### src/rtl/gf_pmf_perm.sv
module gf_pmf_perm #(
  parameter int M = 3,
  parameter int W = 8
) (
  input  logic             clk,
  input  logic             rst_n,
  input  logic             start,
  input  logic             inverse,
  input  logic [M-1:0]     coef,
  input  logic [(1<<M)*W-1:0] din,
  output logic             busy,
  output logic             done,
  output logic [(1<<M)*W-1:0] dout
);
  localparam int Q = 1 << M;
  localparam logic [M-1:0] RED = M'(3);
  localparam logic [M-1:0] LAST = M'(Q - 1);

  typedef enum logic [1:0] {S_IDLE, S_WR, S_FIN} state_t;

  state_t         state;
  logic [M-1:0]   cnt;
  logic [M-1:0]   h_q;
  logic           inv_q;
  logic [W-1:0]   tmp [Q];
  logic [W-1:0]   dq  [Q];
  logic [M-1:0]   prod, src, dst;

  function automatic logic [M-1:0] gf_mul(input logic [M-1:0] a, input logic [M-1:0] b);
    logic [M-1:0] p, t;
    p = '0;
    t = a;
    for (int i = 0; i < M; i++) begin
      if (b[i]) p = p ^ t;
      t = t[M-1] ? ((t << 1) ^ RED) : (t << 1);
    end
    return p;
  endfunction

  assign prod = gf_mul(h_q, cnt);
  assign src  = inv_q ? prod : cnt;
  assign dst  = inv_q ? cnt : prod;
  assign busy = (state != S_IDLE);
  assign done = (state == S_FIN);

  always_ff @(posedge clk or negedge rst_n) begin
    if (!rst_n) begin
      state <= S_IDLE;
      cnt   <= '0;
      h_q   <= M'(1);
      inv_q <= 1'b0;
    end else begin
      case (state)
        S_IDLE: if (start) begin
          state <= S_WR;
          cnt   <= '0;
          h_q   <= (coef == '0) ? M'(1) : coef;
          inv_q <= inverse;
        end
        S_WR: begin
          cnt <= cnt + 1'b1;
          if (cnt == LAST) state <= S_FIN;
        end
        default: state <= S_IDLE;
      endcase
    end
  end

  generate
    for (genvar g = 0; g < Q; g++) begin : g_ent
      always_ff @(posedge clk or negedge rst_n) begin
        if (!rst_n) begin
          tmp[g] <= '0;
          dq[g]  <= '0;
        end else begin
          if (state == S_IDLE && start) tmp[g] <= din[g*W +: W];
          if (state == S_WR && dst == M'(g)) dq[g] <= tmp[src];
        end
      end
      assign dout[g*W +: W] = dq[g];
    end
  endgenerate

  AST_DONE_ONE_CYCLE: assert property (@(posedge clk) disable iff (!rst_n)
    done |=> !done);
  AST_DONE_THEN_IDLE: assert property (@(posedge clk) disable iff (!rst_n)
    done |=> !busy);
  AST_BUSY_START_IGNORED: assert property (@(posedge clk) disable iff (!rst_n)
    (state == S_WR && start) |=> ($stable(h_q) && $stable(inv_q)));
  AST_DOUT_HOLD: assert property (@(posedge clk) disable iff (!rst_n)
    (state != S_WR) |=> $stable(dout));
  AST_ZERO_INDEX: assert property (@(posedge clk) disable iff (!rst_n)
    done |-> (dout[W-1:0] == tmp[0]));
  AST_COEF_NONZERO: assert property (@(posedge clk) disable iff (!rst_n)
    busy |-> (h_q != '0));
endmodule

### config.mk
export PLATFORM = sky130hd
export DESIGN_NAME = gf_pmf_perm
export DESIGN_NICKNAME = d
export VERILOG_FILES = /design/src/rtl/gf_pmf_perm.sv
export SDC_FILE = /design/constraint.sdc
export NUM_CORES = 1
export LEC_CHECK = 0
export ABC_AREA = 1
export BUFFER_PORTS_ARGS = -buffer_cell sky130_fd_sc_hd__buf_2
export CAP_MARGIN = 20
export CORE_UTILIZATION = 57
export CTS_BUF_LIST = sky130_fd_sc_hd__clkbuf_4
export DETAILED_ROUTE_END_ITERATION = 8
export PLACE_DENSITY = 0.91
export SYNTH_ARGS = -nofsm -noshare
export SYNTH_HDL_FRONTEND = slang
export SYNTH_SLANG_ARGS = --single-unit
### constraint.sdc
create_clock -name clk -period 2.1 [get_ports clk]
set_input_delay 0.42 -clock clk [delete_from_list [all_inputs] [get_ports clk]]
set_output_delay 0.42 -clock clk [all_outputs]
set_load 0.05 [all_outputs]
==> flow_summary.html <==
<table>
<tr><th>Metric</th><th>Value</th></tr>
<tr><th colspan="2">Run status</th></tr>
<tr><td>Result of the run</td><td>finished with violations</td></tr>
<tr><td>Violations in the final reports</td><td>setup timing</td></tr>
<tr><th colspan="2">Global route</th></tr>
<tr><td>Met1 global-route usage</td><td>0.377</td></tr>
<tr><td>Maximum number of pins on one net before global-route repair</td><td>68</td></tr>
<tr><td>Most Crowded Layer GR</td><td>met2</td></tr>
<tr><td>Wire length of the first global-routing pass</td><td>26100 um</td></tr>
<tr><td>Met2 capacity usage during global routing</td><td>0.480</td></tr>
<tr><td>Number of antenna violations at the first check in global routing</td><td>0</td></tr>
<tr><td>Global Route met3 Usage</td><td>0.0654</td></tr>
<tr><td>Total routing usage reported by global routing</td><td>0.293</td></tr>
<tr><td>Global-route congestion overflow total</td><td>0</td></tr>
<tr><td>Via count of the first global-routing pass</td><td>5654</td></tr>
<tr><th colspan="2">Synth</th></tr>
<tr><td>Synthesized-area fraction occupied by ao, oa, aoi and oai cells</td><td>0.0135</td></tr>
<tr><td>Fraction of synthesized cell area in xor and xnor cells</td><td>0.00275</td></tr>
<tr><td>Largest family of logic cells by synthesized area</td><td>simple AND/OR/NAND/NOR gates</td></tr>
<tr><td>Multiplexer fraction of the synthesized cell area</td><td>0</td></tr>
<tr><td>Seq/Total Area, Yosys</td><td>0.538</td></tr>
<tr><td>Count of mapped cells out of synthesis</td><td>829</td></tr>
<tr><td>Unique masters post-synth</td><td>30</td></tr>
<tr><td>Register bit count reported by yosys</td><td>137</td></tr>
<tr><td>Adder-cell area share of the yosys netlist</td><td>0.00393</td></tr>
<tr><td>Area of the mapped netlist</td><td>0.00637 mm2</td></tr>
<tr><td>Number of warnings issued by yosys</td><td>0</td></tr>
<tr><td>Synthesized net count</td><td>902</td></tr>
<tr><td>Post-Syn Area per Cell</td><td>7.69 um2</td></tr>
<tr><td>Synthesized-area fraction occupied by and/or/nand/nor cells</td><td>0.405</td></tr>
<tr><th colspan="2">Final layout</th></tr>
<tr><td>Area taken by flip-flops and latches</td><td>0.00343 mm2</td></tr>
<tr><td>Area used by multi-input combinational logic</td><td>0.00291 mm2</td></tr>
<tr><td>Filler instances</td><td>779</td></tr>
<tr><td>Number of non-filler instances in the completed layout</td><td>1132</td></tr>
<tr><td>Synth-to-Final Area Change</td><td>22.7%</td></tr>
<tr><td>Count of antenna diodes in the layout</td><td>0</td></tr>
<tr><td>Core Util, Final</td><td>0.718</td></tr>
<tr><td>Share of cells above drive strength 1</td><td>0.267</td></tr>
<tr><td>Commonest non-fill, non-tap cell in the layout</td><td>sky130_fd_sc_hd__nand2_1</td></tr>
<tr><td>Net count of the finished layout</td><td>1052</td></tr>
<tr><td>Commonest non-fill, non-tap cells in the layout</td><td>sky130_fd_sc_hd__nand2_1 (515), sky130_fd_sc_hd__buf_2 (135), sky130_fd_sc_hd__dfrtp_1 (132)</td></tr>
<tr><th colspan="2">Timing</th></tr>
<tr><td>Transition at the pin with the smallest max-transition slack</td><td>0.654 ns</td></tr>
<tr><td>Worst slew margin relative to its limit</td><td>0.564</td></tr>
<tr><td>Finish-stage setup viols</td><td>3</td></tr>
<tr><td>Post-layout worst setup margin</td><td>-0.0112 ns</td></tr>
<tr><td>Setup repair after global routing missed its margin</td><td>yes</td></tr>
<tr><td>Final worst path period share</td><td>1.01</td></tr>
<tr><td>Total count of max-transition violations in the final report</td><td>0</td></tr>
<tr><td>Hold_ws</td><td>0.0439 ns</td></tr>
<tr><td>Post-layout minimum cycle time</td><td>2.11 ns</td></tr>
<tr><td>Number of hold violations in the final report</td><td>0</td></tr>
<tr><td>Achievable frequency</td><td>0.474 GHz</td></tr>
<tr><td>Worst-case clock skew</td><td>0.0218 ns</td></tr>
<tr><th colspan="2">Critical path</th></tr>
<tr><td>Crit path cell chain</td><td>nand2_2, nand3_2, nand2_2, nand2_4, nand3_4, clkbuf_16, nand3_1, nand2_1, nand2_1, nand2_2, nand2_2, nand2_4, nand2_1, nand2_1</td></tr>
<tr><td>Family with the most delay on the worst path</td><td>simple AND/OR/NAND/NOR gates</td></tr>
<tr><td>Arrival time worst endpoint</td><td>2.55 ns</td></tr>
<tr><td>Count of buffer and inverter cells on the critical path</td><td>1</td></tr>
<tr><td>Required time of the worst setup path</td><td>2.54 ns</td></tr>
<tr><td>Crit path max-delay cell type</td><td>sky130_fd_sc_hd__dfstp_2</td></tr>
<tr><td>Worst Setup Start Kind</td><td>flip-flop</td></tr>
<tr><td>Largest driver fanout on the critical path</td><td>8</td></tr>
<tr><td>Worst Setup Path Type</td><td>reg -&gt; reg</td></tr>
<tr><td>Delay of the slowest cell on the worst path</td><td>0.58 ns</td></tr>
<tr><td>Type of destination of the critical path</td><td>flip-flop</td></tr>
<tr><th colspan="2">Floorplan</th></tr>
<tr><td>I/O pin count</td><td>137</td></tr>
<tr><td>Number of standard-cell rows in the floorplan</td><td>38</td></tr>
<tr><td>Starting Density</td><td>0.585</td></tr>
<tr><td>X dimension of the die</td><td>108 um</td></tr>
<tr><td>Vert. Die Dim</td><td>108 um</td></tr>
<tr><td>Core Box Area</td><td>0.0109 mm2</td></tr>
<tr><td>Area of the die</td><td>0.0116 mm2</td></tr>
<tr><th colspan="2">Detailed routing</th></tr>
<tr><td>Number of detailed-route iterations in the first pass</td><td>5</td></tr>
<tr><td>Number of routed nets with antenna violations</td><td>0</td></tr>
<tr><td>Via count</td><td>6132</td></tr>
<tr><td>Post-DR vias/cell</td><td>5.42</td></tr>
<tr><td>Initial DRC Count</td><td>616</td></tr>
<tr><td>Average routed wire per standard cell</td><td>15.2 um</td></tr>
<tr><td>Routed wire length</td><td>17300 um</td></tr>
<tr><td>Post-route DRC violation count</td><td>0</td></tr>
<tr><th colspan="2">CTS</th></tr>
<tr><td>Count of clock tree sinks</td><td>137</td></tr>
<tr><td>Register clock-pin slew on the reported worst setup and hold paths</td><td>0.15 ns</td></tr>
<tr><td>CTS tree</td><td>done</td></tr>
<tr><td>Worst skew pair latency</td><td>0.56 ns</td></tr>
<tr><td>Max clock buf depth</td><td>2</td></tr>
<tr><td>Count of H-tree levels built during CTS</td><td>4</td></tr>
<tr><td>Clock root cell</td><td>sky130_fd_sc_hd__clkbuf_4</td></tr>
<tr><td>TritonCTS buffer count</td><td>17</td></tr>
<tr><th colspan="2">Place</th></tr>
<tr><td>DP HPWL</td><td>11100 um</td></tr>
<tr><td>Number of placed cells counting well taps</td><td>1090</td></tr>
<tr><td>PortBufs</td><td>136</td></tr>
<tr><td>Placer's final routability congestion estimate</td><td>0.903</td></tr>
<tr><th colspan="2">Worst hold path</th></tr>
<tr><td>Hold Crit Class</td><td>in -&gt; reg</td></tr>
<tr><th colspan="2">Flow run</th></tr>
<tr><td>Max_cap viols</td><td>0</td></tr>
</table>
## cell usage after synthesis (all sizes together)
| cell | n | area share |
|---|---|---|
| xor2 | 1 | 0.0014 |
| o21ai | 11 | 0.013 |
| ha | 2 | 0.0039 |
| nand4 | 1 | 0.00098 |
| nand3b | 1 | 0.0012 |
| inv | 27 | 0.016 |
| nor2 | 14 | 0.019 |
| dfrtp | 136 | 0.53 |
| nand2 | 557 | 0.34 |
| a21oi | 1 | 0.00078 |
| dfstp | 1 | 0.0041 |
| nand3 | 50 | 0.043 |
| xnor2 | 1 | 0.0014 |
| nor3 | 1 | 0.00078 |
| buf | 11 | 0.012 |
| clkbuf | 14 | 0.0082 |
## layer usage
| layer | up-vias | wire, um |
|---|---|---|
| met2 | 363 | 8290 |
| met4 | 0 | 584 |
| met5 | - | 0 |
| met1 | 2859 | 6790 |
| li1 | 2843 | - |
| met3 | 67 | 1600 |
## final timing paths
path / from / endpoint / slack [ns] / cells after the start
setup / recovery: h_q[0] / dout[30] / -0.01 / 14
hold / removal: din[35] / tmp[27] / 0.04 / 3
setup reg to reg: h_q[0] / dout[30] / -0.01 / 14
hold reg to reg: dout[60] / dout[60] / 0.49 / 2
max in group asynchronous: rst_n / dout[44] / 1.06 / 3
min in group asynchronous: rst_n / tmp[25] / 0.36 / 2
## cell families after synthesis
logic type | Yosys count
AND/OR/NAND/NOR | 624
flip-flops | 137
buffers and inverters | 52
AO/OA/AOI/OAI | 12
XOR/XNOR | 2
adder cells (fa/ha/maj) | 2
## cell type report
| cell class | instances | area share |
|---|---|---|
| clock inverters | 15 | 0.0176 |
| inverters | 27 | 0.0142 |
| multi-input cells | 642 | 0.372 |
| well taps | 140 | 0.0224 |
| flip-flops and latches | 137 | 0.439 |
| repair buffers | 154 | 0.118 |
| clock buffers | 17 | 0.0163 |
## through the flow
step           setup WS, ns  instance area, um2  TNS [ns]
2_1_floorplan         0.341                6370         0
3_3_place_gp          0.123                7240         0
3_5_place_dp         0.0517                7240         0
4_1_cts             0.00653                7520         0
5_1_grt             -0.0838                7820     -2.96
6_report            -0.0112                7820   -0.0186
## timing repair
item / in CTS / in global routing
resized for setup: 0 / 50
hold buffers: 1 / 0
hold endpoints to repair: 37 / 0
buffers inserted: 0 / 4
endpoints found under the setup margin: 0 / 64
## state kept, by name, summed over array words and instances, names as in the netlist
| name | count |
|---|---|
| cnt | 3 |
| dout | 64 |
| h_q | 3 |
| inv_q | 1 |
| state | 2 |
| tmp | 64 |
## worst min-delay path: stages
cell and delay, ns:
sky130_fd_sc_hd__buf_2 0.08, sky130_fd_sc_hd__nand2_1 0.04, sky130_fd_sc_hd__nand2_1 0.04
Power is left out: the tool's default activity adds up to more than one toggle a clock period on the data nets, which glitch-free logic cannot reach.
